$ cat config.mk
export PLATFORM = sky130hd
export DESIGN_NAME = pterm_mc_array
export DESIGN_NICKNAME = d
export VERILOG_FILES = /design/src/rtl/pterm_mc_pkg.sv /design/src/rtl/pterm_and_plane.sv /design/src/rtl/pterm_share_net.sv /design/src/rtl/pterm_cell.sv /design/src/rtl/pterm_mc_array.sv
export SDC_FILE = /design/constraint.sdc
export NUM_CORES = 1
export LEC_CHECK = 0
export BUFFER_PORTS_ARGS = -buffer_cell sky130_fd_sc_hd__buf_2
export CAP_MARGIN = 10
export CORE_AREA = 5 5 670 672
export CTS_CLUSTER_DIAMETER = 120
export DETAILED_ROUTE_END_ITERATION = 8
export DIE_AREA = 0 0 675 677
export PLACE_DENSITY_LB_ADDON = 0.12
export SLEW_MARGIN = 20
export SYNTH_ARGS = -nofsm -noshare
export SYNTH_HDL_FRONTEND = slang
export SYNTH_SLANG_ARGS = --single-unit
$ cat constraint.sdc
create_clock -name clk -period 3.6 [get_ports clk]
set_input_delay 0.54 -clock clk [delete_from_list [all_inputs] [get_ports clk]]
set_output_delay 0.54 -clock clk [all_outputs]
set_load 0.01 [all_outputs]
$ cat src/rtl/pterm_mc_pkg.sv
// Package: shared types of the product-term macrocell array.
// Assumes: nothing beyond IEEE 1800-2017.
package pterm_mc_pkg;

    // Static per-cell multiplexer and lending settings.
    typedef struct packed {
        logic invert;      // XOR second input when not toggling
        logic toggle;      // XOR second input taken from own flip-flop
        logic ptclk;       // flip-flop triggered by rising term 0
        logic registered;  // output from flip-flop
        logic lend;        // term LEND_IDX goes to the shared line
    } mc_mode_t;

endpackage

$ cat src/rtl/pterm_and_plane.sv
// Module: pterm_and_plane
// Computes the NUM_PT product terms of one cell from the input bus.
// Assumes: the literal-select vectors are indexed term*NUM_IN+input.
// If a term has both literals of one input set, it evaluates to 0.
module pterm_and_plane #(
    parameter int NUM_IN = 8,
    parameter int NUM_PT = 5
) (
    input  logic [NUM_IN-1:0]        in_i,
    input  logic [NUM_PT*NUM_IN-1:0] use_true_i,
    input  logic [NUM_PT*NUM_IN-1:0] use_comp_i,
    input  logic [NUM_PT-1:0]        term_en_i,
    output logic [NUM_PT-1:0]        term_o
);

    for (genvar k = 0; k < NUM_PT; k++) begin : g_term
        logic [NUM_IN-1:0] lit_ok;

        // Each input passes unless a selected literal disagrees with it.
        always_comb begin
            lit_ok = (~use_true_i[k*NUM_IN +: NUM_IN] | in_i)
                   & (~use_comp_i[k*NUM_IN +: NUM_IN] | ~in_i);
        end

        // Disabled terms are forced to 0.
        always_comb begin
            term_o[k] = term_en_i[k] & (&lit_ok);
        end
    end

endmodule

$ cat src/rtl/pterm_share_net.sv
// Module: pterm_share_net
// Routes lent product terms to the cells that receive them.
// Assumes: the mask is indexed receiver*NUM_CELLS+source. A cell may
// receive its own lent term.
module pterm_share_net #(
    parameter int NUM_CELLS = 16
) (
    input  logic [NUM_CELLS-1:0]           lend_i,
    input  logic [NUM_CELLS*NUM_CELLS-1:0] mask_i,
    output logic [NUM_CELLS-1:0]           borrow_o
);

    for (genvar r = 0; r < NUM_CELLS; r++) begin : g_recv
        // OR of the selected shared lines.
        always_comb begin
            borrow_o[r] = |(mask_i[r*NUM_CELLS +: NUM_CELLS] & lend_i);
        end
    end

endmodule

$ cat src/rtl/pterm_cell.sv
// Module: pterm_cell
// One macrocell: OR of its terms, XOR stage, flip-flop and three
// multiplexers (XOR source, trigger source, output source).
// Assumes: NUM_PT >= 2. Term 0 doubles as the clock term and the last
// term is the lendable one. The flip-flop runs on the global clock, and
// in product-term-clock mode it loads only on a sampled rising edge of term 0.
module pterm_cell
    import pterm_mc_pkg::*;
#(
    parameter int NUM_PT = 5
) (
    input  logic              clk,
    input  logic              rst_n,
    input  logic [NUM_PT-1:0] term_i,
    input  logic              borrow_i,
    input  mc_mode_t          mode_i,
    output logic              lend_o,
    output logic              d_o,
    output logic              q_o,
    output logic              out_o
);

    localparam int LEND_IDX = NUM_PT - 1;
    localparam int CLK_IDX  = 0;

    logic own_sum;
    logic sum;
    logic xor_b;
    logic trig_prev;
    logic capture;

    // Sum of own terms; a lent term is left out.
    always_comb begin
        own_sum = (|term_i[LEND_IDX-1:0]) | (term_i[LEND_IDX] & ~mode_i.lend);
    end

    // Lent term onto the shared line.
    always_comb begin
        lend_o = term_i[LEND_IDX] & mode_i.lend;
    end

    // Full sum including borrowed terms.
    always_comb begin
        sum = own_sum | borrow_i;
    end

    // XOR source multiplexer: polarity bit or own flip-flop.
    always_comb begin
        xor_b = mode_i.toggle ? q_o : mode_i.invert;
    end

    // XOR stage.
    always_comb begin
        d_o = sum ^ xor_b;
    end

    // Trigger source multiplexer: every edge or a rising clock term.
    always_comb begin
        capture = mode_i.ptclk ? (term_i[CLK_IDX] & ~trig_prev) : 1'b1;
    end

    // Flip-flop and clock-term history with synchronous clear.
    always_ff @(posedge clk) begin
        if (!rst_n) begin
            q_o       <= 1'b0;
            trig_prev <= 1'b0;
        end else begin
            trig_prev <= term_i[CLK_IDX];
            if (capture) begin
                q_o <= d_o;
            end
        end
    end

    // Output source multiplexer.
    always_comb begin
        out_o = mode_i.registered ? q_o : d_o;
    end

endmodule

$ cat src/rtl/pterm_mc_array.sv
// Module: pterm_mc_array (top)
// A group of NUM_CELLS macrocells on one shared input bus, with
// product-term lending inside the group.
// Assumes: configuration inputs are held static, or change only between
// evaluations. All flip-flops use clk and a synchronous active-low reset.
module pterm_mc_array
    import pterm_mc_pkg::*;
#(
    parameter int NUM_CELLS = 16,
    parameter int NUM_PT    = 5,
    parameter int NUM_IN    = 8
) (
    input  logic                              clk,
    input  logic                              rst_n,
    input  logic [NUM_IN-1:0]                 in_i,
    input  logic [NUM_CELLS*NUM_PT*NUM_IN-1:0] cfg_true_i,
    input  logic [NUM_CELLS*NUM_PT*NUM_IN-1:0] cfg_comp_i,
    input  logic [NUM_CELLS*NUM_PT-1:0]       cfg_pt_en_i,
    input  logic [NUM_CELLS-1:0]              cfg_lend_i,
    input  logic [NUM_CELLS*NUM_CELLS-1:0]    cfg_share_i,
    input  logic [NUM_CELLS-1:0]              cfg_invert_i,
    input  logic [NUM_CELLS-1:0]              cfg_toggle_i,
    input  logic [NUM_CELLS-1:0]              cfg_ptclk_i,
    input  logic [NUM_CELLS-1:0]              cfg_reg_i,
    output logic [NUM_CELLS-1:0]              out_o
);

    localparam int PLANE_W = NUM_PT * NUM_IN;

    logic [NUM_CELLS-1:0] lend_w;
    logic [NUM_CELLS-1:0] borrow_w;
    logic [NUM_CELLS-1:0] pt0_w;
    logic [NUM_CELLS-1:0] d_w;
    logic [NUM_CELLS-1:0] q_w;

    pterm_share_net #(
        .NUM_CELLS(NUM_CELLS)
    ) share_i (
        .lend_i  (lend_w),
        .mask_i  (cfg_share_i),
        .borrow_o(borrow_w)
    );

    for (genvar c = 0; c < NUM_CELLS; c++) begin : g_cell
        logic [NUM_PT-1:0] terms;
        mc_mode_t          mode;

        // Gather this cell's mode bits.
        always_comb begin
            mode.invert     = cfg_invert_i[c];
            mode.toggle     = cfg_toggle_i[c];
            mode.ptclk      = cfg_ptclk_i[c];
            mode.registered = cfg_reg_i[c];
            mode.lend       = cfg_lend_i[c];
        end

        pterm_and_plane #(
            .NUM_IN(NUM_IN),
            .NUM_PT(NUM_PT)
        ) plane_i (
            .in_i      (in_i),
            .use_true_i(cfg_true_i[c*PLANE_W +: PLANE_W]),
            .use_comp_i(cfg_comp_i[c*PLANE_W +: PLANE_W]),
            .term_en_i (cfg_pt_en_i[c*NUM_PT +: NUM_PT]),
            .term_o    (terms)
        );

        pterm_cell #(
            .NUM_PT(NUM_PT)
        ) cell_i (
            .clk     (clk),
            .rst_n   (rst_n),
            .term_i  (terms),
            .borrow_i(borrow_w[c]),
            .mode_i  (mode),
            .lend_o  (lend_w[c]),
            .d_o     (d_w[c]),
            .q_o     (q_w[c]),
            .out_o   (out_o[c])
        );

        // Clock term exposed for checking.
        always_comb begin
            pt0_w[c] = terms[0];
        end
    end

endmodule

# Yosys cells after proc, flatten, opt, wreduce, memory -nomap -nowiden
# Cells that the tools add are included.
dict set report totals {
  ff_bits 32
  out_inout_bits 16
  word_cells 817
  inputBits 1706
}
dict set report op_classes {
  n_mux 48
  n_bitwise 625
  reduce_logical 112
}
# operator n
set op_table {}
lappend op_table {{8-bit NOT} 161}
lappend op_table {{8-bit bitwise OR} 160}
lappend op_table {{8-bit bitwise AND} 80}
lappend op_table {{8-bit AND reduction} 80}
lappend op_table {{16-bit bitwise AND} 16}
lappend op_table {{16-bit OR reduction} 16}
lappend op_table {{1-bit bitwise AND} 128}
lappend op_table {{4-bit OR reduction} 16}
lappend op_table {{1-bit two-way mux} 48}
lappend op_table {{1-bit NOT} 32}
lappend op_table {{1-bit bitwise OR} 32}
lappend op_table {{1-bit bitwise XOR} 16}

# Logic depth before layout (Yosys ltp)
dict set report logic_depth {
  depth_word 11
  mapped_depth 14
  ltp_nobuf 8
}

# Hierarchy
# A second synthesis with hierarchy kept.
dict set report hier_totals {
  hier_cells 1552
  area_unflattened_um2 13675.6
}
# mod area_each_um2 cells_each instances seq_area_each_um2
set by_module_without_submodules {}
lappend by_module_without_submodules {pterm_and_plane 615.6 68 16 0.0}
lappend by_module_without_submodules {pterm_cell 146.4 18 16 40.0}
lappend by_module_without_submodules {pterm_share_net 1483.9 176 1 0.0}

# Least setup slack after synthesis
# No wires, ideal clock.
dict set report synth_timing {
  path_type {input to output}
  start {input port in_i[7]}
  end {output port out_o[8]}
  path_slack_ps 142
  t_arrival_ps 2918
  required_time_ps 3060
  path_stages 11
  n_path_buf 3
  cell_sequence {buf_6 buf_12 mux2i_1 nand3_1 nor3_1 or4_1 a21o_1 nor4_4 mux2_1 a2111oi_2 buf_4}
}
dict set report synth_via {
  elab_chain_len 11
  elab_cells_between_ends 125
  classes_between {1 x mux; 102 x bitwise; 22 x reduce/logical}
}
# item line_no
set synth_rtl {}
lappend synth_rtl {{start: declaration} pterm_mc_array.sv:15} ;# input logic [NUM_IN-1:0] in_i,
lappend synth_rtl {{8-bit NOT} pterm_and_plane.sv:22} ;# & (~use_comp_i[k*NUM_IN +: NUM_IN] | ~in_i);
lappend synth_rtl {{8-bit bitwise OR} pterm_and_plane.sv:22}
lappend synth_rtl {{8-bit bitwise AND} pterm_and_plane.sv:22}
lappend synth_rtl {{8-bit AND reduction} pterm_and_plane.sv:27} ;# term_o[k] = term_en_i[k] & (&lit_ok);
lappend synth_rtl {{1-bit bitwise AND} pterm_and_plane.sv:27}
lappend synth_rtl {{1-bit bitwise AND} pterm_cell.sv:39} ;# lend_o = term_i[LEND_IDX] & mode_i.lend;
lappend synth_rtl {{16-bit bitwise AND} pterm_share_net.sv:16} ;# borrow_o[r] = |(mask_i[r*NUM_CELLS +: NUM_CELLS] & lend_i);
lappend synth_rtl {{16-bit OR reduction} pterm_share_net.sv:16}
lappend synth_rtl {{1-bit bitwise OR (*)} pterm_cell.sv:44} ;# sum = own_sum | borrow_i;
lappend synth_rtl {{1-bit bitwise XOR (*)} pterm_cell.sv:54} ;# d_o = sum ^ xor_b;
lappend synth_rtl {{1-bit two-way mux (*)} pterm_cell.sv:77} ;# out_o = mode_i.registered ? q_o : d_o;
lappend synth_rtl {{end: declaration} pterm_mc_array.sv:25} ;# output logic [NUM_CELLS-1:0] out_o
# Mark *: on every way between the ends. The rest lies on a longest branch, timed or not.

# Worst setup path after layout
dict set report layout_timing {
  start {input port in_i[0]}
  end {output port out_o[2]}
}
# The elaborated chain is that of the path after synthesis.

==> metrics.yaml <==
drt:
  post_drt_wl_per_cell_um: 36.72
  drtIter0Drc: 1697
  wl_um: 382600
  drt_pass1_iterations: 5
  drc_errors: 0
  antenna_left: 0
  vias: 29560
  viasPerCell: 2.838
floorplanning:
  die_h_um: 677
  coreArea_um2: 443000
  fp-row-count: 245
  dieWidth_um: 675
  die-area_um2: 457000
  initial_core_util: 0.03365
  io_pins: 1722
clock_network:
  cts.path.max_buffers: 2
  numCtsBuffers: 5
  clk_pin_slew_ns: 0.12
  numClockSinks: 32
  insertion_delay_ns: 0.41
  cts_tree: "done"
  htree_levels: 2
  clockRootBuffer: "clkbuf_16"
  ctsHoldBuffers: 0
run_status:
  violations: "negative setup slack"
  status: "complete, but fails checks"
cells_and_area:
  multi_input_area_um2: 14940
  final_cell_mix: "buf_2 (1,696), mux2i_1 (608), buf_4 (578)"
  area_growth_pct: 171.9
  fin_nets: 6006
  regArea_um2: 640.6
  fin_area_um2: 40520
  finish.utilization: 0.09147
  drive_gt1_frac: 0.6464
  stdcell_count: 10420
  fillers: 52200
  layout_commonest_cell: "buf_2"
sta:
  fin_skew_ns: 0.03490
  setup-tns-final_ns: -13.21
  setup_ws_ns: -1.196
  tightest_slew_ns: 0.9919
  period_share: 1.332
  hold_viol: 0
  finalCriticalPeriod_ns: 4.796
  finalSetupViolations: 16
  grt_setup_unrepaired: "true"
  clock.fmax_mhz: 208.5
  maxSlewViolCount: 0
  slew_headroom: 0.3387
synthesis:
  postSynthAreaPerCell_um2: 7.816
  async_flop_share: 0
  ys_ff_latch: 32
  synth_top_area_share: 0.4365
  synth.net_count: 3613
  synth-edff-count: 0
  yosysWarningCount: 0
  syn_inst: 1907
  ys.flop_type: "dfxtp_1"
  synth.distinct_cells: 74
  synthTopCellsByArea: "mux2i_1 (44%), nor4_1 (5.8%), nand2_1 (5.6%)"
  yosys.area.top_type: "mux2i_1"
  seq_area_frac_synth: 0.04298
  netlist_area_um2: 14900
global_route:
  grt_overflow: 0
  grtUsageTotal: 0.1595
  grt_busiest_layer: "met2"
  antenna_found_initial: 576
  grt_pass1_wl_um: 448100
  grt_max_degree: 26
  first_global_vias: 29870
  grtUsageMet1: 0.1769
  globalRouteMet3Util: 0.04391
  grt_util_met2: 0.3027
setup_path:
  worst-endpoint-required_ns: 3.06
  worstPathMaxFanout: 4
  worstPathArrival_ns: 4.26
  worst-setup-path-type: "input port to output pin"
  start_kind: "input port"
  end_kind: "output pin"
place:
  place_area_um2: 37080
  dpl.cell_count: 10130
  dpl.hpwl_um: 359600
  io_buffers: 1721
  gp_congestion: 0.9474
min_path:
  hold_path.class: "input port to flip-flop"
power:
  ir_drop_uv: 160.7
  p_per_area_nw_per_um2: 126.8
  p_leak_nw: 18.04
job:
  drv_cap: 0
==> Yosys cell counts, types with 5 or more instances <==
library cell and n:
nor4_1 139, buf_12 5, dfxtp_1 32, mux2i_1 650, and3b_1 11, and3_1 9
nand2_2 9, a2111oi_0 17, nor3_1 68, a32oi_1 24, buf_6 39, mux2_2 7
a22oi_1 25, buf_8 13, nor4_2 15, inv_1 42, nand4_2 8, buf_4 30
o41a_1 10, o21ai_0 12, nand2_1 222, nor3b_1 7, a2111oi_2 9, nand2b_1 10
a222oi_1 5, nor2b_1 22, nand3_1 120, clkbuf_1 18, o32ai_1 12, nand4_1 120
mux2i_2 6, nor2_1 94, and2_1 9
==> final timing paths <==
path	to	slack [ns]	cells after the start	startpoint
worst max-delay path	out_o[2]	-1.20	17	in_i[0]
worst min-delay path	g_cell[12].cell_i.trig_prev$_SDFF_PN0_	0.49	4	cfg_pt_en_i[60]
worst max register to register	g_cell[14].cell_i.q_o$_SDFFE_PN0P_	2.07	5	g_cell[14].cell_i.trig_prev$_SDFF_PN0_
worst min register to register	g_cell[13].cell_i.q_o$_SDFFE_PN0P_	0.50	2	g_cell[13].cell_i.q_o$_SDFFE_PN0P_
==> power by group <==
part | internal (mW) | switching (mW) | leakage, nW | total (mW)
registers | 0.364 | 0.0121 | 0.260 | 0.376
logic | 1.82 | 2.20 | 17.7 | 4.02
clock network | 0.336 | 0.406 | 0.0816 | 0.743
total | 2.52 | 2.62 | 18.0 | 5.14
==> flip-flops by register name (all words and copies together) (netlist names) <==
signal,cells
g_cell.cell_i.q_o,16
g_cell.cell_i.trig_prev,16
==> per-layer routing <==
| metal | up-vias | part of all wire |
|---|---|---|
| met2 | 1900 | 0.52 |
| met1 | 13990 | 0.38 |
| met3 | 943 | 0.066 |
| li1 | 12560 | - |
| met5 | - | 0.0031 |
| met4 | 176 | 0.029 |
==> final cells by class <==
class / instances / share of cell area
Sequential cell: 32 / 0.01581
Tap cell: 5928 / 0.1831
Timing Repair Buffer: 2495 / 0.4125
Antenna cell: 189 / 0.01167
Clock buffer: 5 / 0.003088
Multi-Input combinational cell: 1723 / 0.3687
Clock inverter: 3 / 0.001143
Inverter: 43 / 0.004045
==> kinds of logic after synthesis <==
family / share of synthesized area
buf+inv: 0.08126
flops: 0.04298
simple gates: 0.3295
mux: 0.4504
compound gates: 0.09587
==> critical path: stages <==
cell and delay, ns:
clkbuf_16 0.14, buf_16 0.16, buf_8 0.16, buf_4 0.15, mux2i_2 0.24, nand4_1 0.23, buf_6 0.21, nor4_4 0.29
buf_12 0.17, buf_12 0.13, a22oi_1 0.18, nand3_1 0.18, nor3_4 0.07, and3b_2 0.24, a2111oi_4 0.74, buf_4 0.25
buf_12 0.10
==> per-stage QoR <==
| stage | total power [mW] | hold WS [ns] | setup slack [ns] |
|---|---|---|---|
| finish | 5.139 | 0.4910 | -1.196 |
| global route | 5.465 | 0.4432 | -1.364 |
| CTS | 5.260 | 0.4062 | -1.431 |
| detailed placement | 4.171 | 0.4818 | -2.077 |
| global placement | 4.193 | 0.4672 | -2.951 |
| floorplan | 1.481 | 0.4518 | 0.1425 |
==> repair_timing <==
| action | in CTS | in global routing |
|---|---|---|
| endpoints found under the hold margin | 0 | 0 |
| pin swaps | 69 | 81 |
| resized for setup | 263 | 111 |
| setup endpoints to repair | 28 | 20 |
| buffers inserted | 69 | 41 |
No activity file was read; power rests on OpenSTA's default activity.
